### config.mk
export PLATFORM = sky130hd
export DESIGN_NAME = pause_frame_gen
export DESIGN_NICKNAME = d
export VERILOG_FILES = /design/src/rtl/pfg_pkg.sv /design/src/rtl/pfg_req_ctrl.sv /design/src/rtl/pfg_field_latch.sv /design/src/rtl/pfg_byte_seq.sv /design/src/rtl/pause_frame_gen.sv
export SDC_FILE = /design/constraint.sdc
export NUM_CORES = 1
export LEC_CHECK = 0
export BUFFER_PORTS_ARGS = -buffer_cell sky130_fd_sc_hd__buf_2
export CORE_MARGIN = 5
export CORE_UTILIZATION = 58
export CTS_CLUSTER_SIZE = 40
export DETAILED_ROUTE_END_ITERATION = 16
export GPL_ROUTABILITY_DRIVEN = 0
export GPL_TIMING_DRIVEN = 0
export PLACE_DENSITY = 0.85
export SYNTH_ARGS = -nofsm -noshare
export SYNTH_HDL_FRONTEND = slang
export SYNTH_SLANG_ARGS = --single-unit
### constraint.sdc
create_clock -name clk -period 3.25 [get_ports clk]
set_input_delay 0.1625 -clock clk [delete_from_list [all_inputs] [get_ports clk]]
set_output_delay 0.1625 -clock clk [all_outputs]
set_load 0.005 [all_outputs]
### src/rtl/pfg_pkg.sv
package pfg_pkg;

   typedef logic [7:0] byte_t;

   typedef struct packed {
      logic [47:0] src;
      logic [15:0] ethtype;
      logic [15:0] opcode;
      logic [15:0] quanta;
   } pause_fields_t;

   // Byte k of a 48-bit address, counting from the most significant byte.
   function automatic byte_t addr_byte(input logic [47:0] v, input int unsigned k);
      logic [47:0] sh;
      sh = v << (8 * k);
      return sh[47:40];
   endfunction

endpackage

### src/rtl/pfg_req_ctrl.sv
module pfg_req_ctrl (
   input  logic clk,
   input  logic rst_n,
   input  logic set_i,
   input  logic done_i,
   input  logic idle_i,
   input  logic busy_i,
   input  logic fd_i,
   output logic pending_o,
   output logic start_o
);

   logic pending_q;

   // A new request wins over the self-clear of a finishing frame.
   always_ff @(posedge clk) begin
      if (!rst_n)      pending_q <= 1'b0;
      else if (set_i)  pending_q <= 1'b1;
      else if (done_i) pending_q <= 1'b0;
   end

   assign pending_o = pending_q;
   assign start_o   = pending_q & idle_i & ~busy_i & fd_i;

   p_set_pending_r2: assert property (@(posedge clk) disable iff (!rst_n)
      set_i |=> pending_o);

   p_clear_on_done_r12: assert property (@(posedge clk) disable iff (!rst_n)
      (done_i && !set_i) |=> !pending_o);

endmodule

### src/rtl/pfg_field_latch.sv
module pfg_field_latch
   import pfg_pkg::*;
#(
   parameter bit          TYPE_FROM_REG   = 1'b1,
   parameter bit          OPCODE_FROM_REG = 1'b1,
   parameter logic [15:0] FIXED_TYPE      = 16'h8808,
   parameter logic [15:0] FIXED_OPCODE    = 16'h0001
) (
   input  logic          clk,
   input  logic          rst_n,
   input  logic          capture_i,
   input  logic [31:0]   lo_i,
   input  logic [31:0]   hi_i,
   input  logic [31:0]   opq_i,
   output pause_fields_t fields_o
);

   logic [15:0]   type_sel;
   logic [15:0]   opc_sel;
   pause_fields_t nxt;
   pause_fields_t q;

   generate
      if (TYPE_FROM_REG) begin : g_type_reg
         assign type_sel = hi_i[15:0];
      end else begin : g_type_fixed
         assign type_sel = FIXED_TYPE;
      end
      if (OPCODE_FROM_REG) begin : g_opc_reg
         assign opc_sel = opq_i[31:16];
      end else begin : g_opc_fixed
         assign opc_sel = FIXED_OPCODE;
      end
   endgenerate

   always_comb begin
      nxt.src     = {lo_i, hi_i[31:16]};
      nxt.ethtype = type_sel;
      nxt.opcode  = opc_sel;
      nxt.quanta  = opq_i[15:0];
   end

   always_ff @(posedge clk) begin
      if (!rst_n)         q <= '0;
      else if (capture_i) q <= nxt;
   end

   assign fields_o = q;

   p_capture_r11: assert property (@(posedge clk) disable iff (!rst_n)
      capture_i |=> (fields_o.quanta == $past(opq_i[15:0])) &&
                    (fields_o.src == $past({lo_i, hi_i[31:16]})));

endmodule

### src/rtl/pfg_byte_seq.sv
module pfg_byte_seq
   import pfg_pkg::*;
#(
   parameter int unsigned FRAME_BYTES = 60,
   parameter logic [47:0] DEST_ADDR   = 48'h0180C2000001
) (
   input  logic          clk,
   input  logic          rst_n,
   input  logic          start_i,
   input  logic          ready_i,
   input  pause_fields_t fields_i,
   output byte_t         data_o,
   output logic          valid_o,
   output logic          last_o,
   output logic          done_o
);

   localparam int unsigned CW       = $clog2(FRAME_BYTES);
   localparam logic [CW-1:0] LAST_IDX = CW'(FRAME_BYTES - 1);

   logic [CW-1:0] idx_q;
   logic          active_q;
   logic          beat;
   logic          at_end;
   int unsigned   k;

   assign beat   = active_q & ready_i;
   assign at_end = (idx_q == LAST_IDX);

   always_ff @(posedge clk) begin
      if (!rst_n) begin
         active_q <= 1'b0;
         idx_q    <= '0;
      end else if (start_i) begin
         active_q <= 1'b1;
         idx_q    <= '0;
      end else if (beat) begin
         if (at_end) begin
            active_q <= 1'b0;
            idx_q    <= '0;
         end else begin
            idx_q <= idx_q + 1'b1;
         end
      end
   end

   // Field layout: DA(6) SA(6) type(2) opcode(2) quanta(2) then zero pad.
   always_comb begin
      k      = 32'(idx_q);
      data_o = 8'h00;
      if (k < 6)        data_o = addr_byte(DEST_ADDR, k);
      else if (k < 12)  data_o = addr_byte(fields_i.src, k - 6);
      else if (k == 12) data_o = fields_i.ethtype[15:8];
      else if (k == 13) data_o = fields_i.ethtype[7:0];
      else if (k == 14) data_o = fields_i.opcode[15:8];
      else if (k == 15) data_o = fields_i.opcode[7:0];
      else if (k == 16) data_o = fields_i.quanta[15:8];
      else if (k == 17) data_o = fields_i.quanta[7:0];
   end

   assign valid_o = active_q;
   assign last_o  = active_q & at_end;
   assign done_o  = beat & at_end;

   p_hold_on_stall_r10: assert property (@(posedge clk) disable iff (!rst_n)
      (valid_o && !ready_i) |=> (valid_o && $stable(data_o)));

   p_end_drops_valid_r9: assert property (@(posedge clk) disable iff (!rst_n)
      done_o |=> !valid_o);

endmodule

### src/rtl/pause_frame_gen.sv
module pause_frame_gen
   import pfg_pkg::*;
#(
   parameter int unsigned FRAME_BYTES     = 60,
   parameter logic [47:0] DEST_ADDR       = 48'h0180C2000001,
   parameter bit          TYPE_FROM_REG   = 1'b1,
   parameter bit          OPCODE_FROM_REG = 1'b1,
   parameter logic [15:0] FIXED_TYPE      = 16'h8808,
   parameter logic [15:0] FIXED_OPCODE    = 16'h0001
) (
   input  logic        clk,
   input  logic        rst_n,
   input  logic [31:0] stn_addr_lo_i,
   input  logic [31:0] stn_addr_hi_i,
   input  logic [31:0] op_quanta_i,
   input  logic        full_duplex_i,
   input  logic        pause_req_i,
   input  logic        tx_busy_i,
   input  logic        tx_ready_i,
   output logic [7:0]  tx_data_o,
   output logic        tx_valid_o,
   output logic        tx_last_o,
   output logic        pause_pending_o
);

   generate
      if (FRAME_BYTES < 18 || FRAME_BYTES > 65535) begin : g_bad_len
         $error("FRAME_BYTES must cover the 18 header bytes and fit 16 bits");
      end
      if (DEST_ADDR[40] != 1'b1) begin : g_bad_da
         $error("DEST_ADDR must be a group address");
      end
   endgenerate

   pause_fields_t fields;
   logic          start;
   logic          done;
   byte_t         data;

   pfg_req_ctrl u_req (
      .clk       (clk),
      .rst_n     (rst_n),
      .set_i     (pause_req_i),
      .done_i    (done),
      .idle_i    (~tx_valid_o),
      .busy_i    (tx_busy_i),
      .fd_i      (full_duplex_i),
      .pending_o (pause_pending_o),
      .start_o   (start)
   );

   pfg_field_latch #(
      .TYPE_FROM_REG   (TYPE_FROM_REG),
      .OPCODE_FROM_REG (OPCODE_FROM_REG),
      .FIXED_TYPE      (FIXED_TYPE),
      .FIXED_OPCODE    (FIXED_OPCODE)
   ) u_fields (
      .clk       (clk),
      .rst_n     (rst_n),
      .capture_i (start),
      .lo_i      (stn_addr_lo_i),
      .hi_i      (stn_addr_hi_i),
      .opq_i     (op_quanta_i),
      .fields_o  (fields)
   );

   pfg_byte_seq #(
      .FRAME_BYTES (FRAME_BYTES),
      .DEST_ADDR   (DEST_ADDR)
   ) u_seq (
      .clk      (clk),
      .rst_n    (rst_n),
      .start_i  (start),
      .ready_i  (tx_ready_i),
      .fields_i (fields),
      .data_o   (data),
      .valid_o  (tx_valid_o),
      .last_o   (tx_last_o),
      .done_o   (done)
   );

   assign tx_data_o = data;

   // Independent count of accepted bytes, used only by the checks below.
   logic [15:0] seen_q;
   always_ff @(posedge clk) begin
      if (!rst_n)                          seen_q <= '0;
      else if (tx_valid_o && tx_ready_i)   seen_q <= tx_last_o ? 16'd0 : seen_q + 16'd1;
   end

   p_frame_len_r9: assert property (@(posedge clk) disable iff (!rst_n)
      (tx_valid_o && tx_ready_i && tx_last_o) |-> (seen_q == 16'(FRAME_BYTES - 1)));

   p_defer_busy_r3: assert property (@(posedge clk) disable iff (!rst_n)
      $rose(tx_valid_o) |-> $past(!tx_busy_i));

   p_duplex_only_r4: assert property (@(posedge clk) disable iff (!rst_n)
      $rose(tx_valid_o) |-> $past(full_duplex_i && pause_pending_o));

   p_reset_idle_r1: assert property (@(posedge clk)
      !rst_n |=> (!tx_valid_o && !pause_pending_o));

endmodule

==> flow_summary.yaml <==
outcome:
  status: "complete, no violations"
setup_path:
  path_cells: "buf_2, inv_1, ha_1, clkbuf_1, a2111oi_0, o22ai_1, o2111ai_1, buf_2"
  critPathLaunchType: "register"
  cp_data_arrival_time_ns: 2.84
  timing.rr.start: "u_seq.idx_q[1]$_SDFFE_PP0P_"
  critPathTopFamily: "compound AO/OA/AOI/OAI gates"
  crit_end: "tx_data_o[6]"
  r2r_slack_ns: 1.47
  cp.buffers_inverters: 4
  crit_type: "reg -> out"
  rr_worst_depth: 5
  crit_path_frequent_cell: "buf_2"
  worstPathMaxFanout: 10
  worstPathRequired_ns: 3.09
  startpoint: "u_seq.idx_q[1]$_SDFFE_PP0P_"
  cp_num_cells: 8
  slowest_stage: "dfxtp_1"
  cp_slowest_stage_delay_ns: 0.50
  crit_path_end_kind: "output pin"
  timing.rr.end: "u_seq.idx_q[4]$_SDFFE_PP0P_"
yosys:
  synth.area.mux_share: 0.0539
  synth_cell_types: 54
  syn-num-nets: 721
  yosysTopAreaCell: "dfxtp_1"
  synthAdderAreaFrac: 0.0124
  synth_cells: 614
  synth-edff-count: 0
  ys_top_cells_by_area: "dfxtp_1 (41%), nand2_1 (16%), a21boi_0 (9.8%)"
  ys_warn_count: 0
  synth_xor_area_frac: 0.0104
  synth_compound_area_frac: 0.226
  synth_top_family_by_area: "simple AND/OR/NAND/NOR gates"
  synthesis.area_per_instance_um2: 8.24
  synthDominantCellAreaShare: 0.412
  async_flop_share: 0
  synthFlopType: "dfxtp_1"
  synth_area_um2: 5060
  yosysSeqAreaShare: 0.412
  synthSimpleGateAreaFrac: 0.232
  ys_ff_latch: 104
drt:
  viasPerCell: 5.72
  drtAntennaViolNets: 0
  detail_route.first_pass.iterations: 5
  totalWireLength_um: 13900
  drt_iter0_drc: 288
  drc: 0
  routedWlPerCell_um: 16.3
  num_vias: 4853
floorplanning:
  die_h_um: 103
  die_w_um: 103
  io_pins: 113
  coreArea_um2: 8590
  die_area_um2: 10700
  rows: 34
  initial_core_util: 0.589
layout:
  n_antenna_cell: 0
  drive_gt1_frac: 0.242
  areaGrowthSynthToFinish_pct: 17.7
  nNetsFinal: 843
  utilization: 0.692
  multi_input_area_um2: 2700
  fin_area_um2: 5950
  seqCellArea_um2: 2080
  num-fill-cells: 693
placement:
  io_buffers: 111
  dpl_cell_area_um2: 5750
  place_hpwl_um: 10500
timing:
  max_freq_mhz: 333
  clock_skew_ns: 0.0117
  hold_viol_final: 0
  setup_viol: 0
  slew_viol_final: 0
  max-slew-margin-rel: 0.507
  worst_pin_slew_ns: 0.729
  period_share: 0.925
  rsz0062_at_grt: "false"
  period_needed_ns: 3.01
  tns_ns: 0
clock_network:
  cts_tree: "yes"
  clkTransAtPathRegs_ns: 0.10
  numCtsBuffers: 9
  cts_resized: 0
  cts_sinks: 104
  insertion_delay_ns: 0.38
  cts_root_buf: "clkbuf_8"
  clockBufferDepth: 2
  cts-hold-fix-buffers: 0
  htree_levels: 3
  post-cts-setup-buffers: 0
global_route:
  grt_use_total: 0.262
  grt_pass1_vias: 4629
  grt_pass1_wl_um: 21700
  grt-ovfl-total: 0
  grt_max_degree: 18
  antenna_found_initial: 0
pwr:
  power.total_mw: 2.38
  p_per_area_nw_per_um2: 400
  p_leak_nw: 2.34
  peakVddDrop_uv: 200
min_path:
  worstHoldPathType: "in -> reg"
flow_run:
  max_cap_violations: 0
==> cells in the final DEF (no fill, tap or decap), types with 8 or more instances in the layout <==
master    netlist  routed
a21boi_0       66      66
a21boi_1       30      30
a21oi_1        16      16
and3_1          8       8
buf_2          24     135
clkbuf_1       16      16
clkbuf_8        0      10
dfxtp_1       104     104
nand2_1       215     215
nor2_1         13      13
==> worst reg2reg max path, delay by kind of cell, from the launching register on <==
kind	cells	cell delay, ns
adder cells (fa/ha/maj)	1	0.39
flip-flops	1	0.50
AND/OR/NAND/NOR	4	0.77
==> worst min-delay path by stage <==
| stage | from | endpoint | depth (start not counted) |
|---|---|---|---|
| finish | stn_addr_hi_i[28] | u_fields.fields_o[60]$_SDFFE_PN0P_ | 3 |
| global route | stn_addr_hi_i[22] | u_fields.fields_o[54]$_SDFFE_PN0P_ | 3 |
| CTS | stn_addr_hi_i[28] | u_fields.fields_o[60]$_SDFFE_PN0P_ | 3 |
| detailed placement | stn_addr_hi_i[28] | u_fields.fields_o[60]$_SDFFE_PN0P_ | 3 |
| global placement | pause_req_i | u_req.pending_o$_SDFFE_PN0P_ | 3 |
| floorplan | stn_addr_hi_i[25] | u_fields.fields_o[57]$_SDFFE_PN0P_ | 2 |
==> Yosys cell counts, drive strengths merged (3+ instances only) <==
library cell,count
nand2,215
clkbuf,16
dfxtp,104
nand3,4
a21boi,96
inv,5
nor2b,7
xnor2,3
o22ai,3
xor2,3
a32oi,5
nor2,13
a21oi,17
nand2b,4
a221oi,5
o21ai,11
a22o,7
and3,8
nor4,3
ha,5
mux2,7
buf,33
mux4,8
nor3,6
==> cell families (layout without fill, tap and decap cells) <==
family          after synthesis  count (layout)
compound gates              156             156
fa+ha+maj                     5               5
xor+xnor                      6               6
buf+inv                      54             181
flops                       104             104
mux                          16              16
simple gates                273             273
==> power by group <==
| part | switching (mW) | internal [mW] | total, mW |
|---|---|---|---|
| logic | 0.110 | 0.106 | 0.216 |
| registers | 0.0199 | 1.31 | 1.33 |
| clock network | 0.456 | 0.380 | 0.836 |
| total | 0.586 | 1.79 | 2.38 |
==> per-stage QoR <==
stage,setup WS (ns),cells,hold WS [ns]
after floorplan,1.25,614,0.297
after global placement,0.756,833,0.395
after detailed placement,0.724,833,0.409
after CTS,0.325,849,0.00743
after global routing,0.119,849,0.0142
final,0.244,849,0.00669
==> sequential cells by signal, indices dropped and copies added (netlist names) <==
| signal | count |
|---|---|
| u_fields.fields_o | 96 |
| u_req.pending_o | 1 |
| u_seq.idx_q | 6 |
| u_seq.valid_o | 1 |
==> routing by layer <==
layer  routed length, um  vias up  global-route usage
met3                1280       45              0.0436
met2                6420      246               0.403
li1                    -     2337                   -
met4                 498        0               0.127
met5                   0        -                   0
met1                5660     2225               0.358
==> area by class of cell <==
class | count | area share
multi-input cells | 456 | 0.454
flip-flops and latches | 104 | 0.350
repair buffers | 111 | 0.0934
plain buffers | 49 | 0.0429
clock buffers | 10 | 0.0231
well taps | 108 | 0.0227
clock inverters | 6 | 0.0109
inverters | 5 | 0.00315
Power figures use the tool's default switching activity.
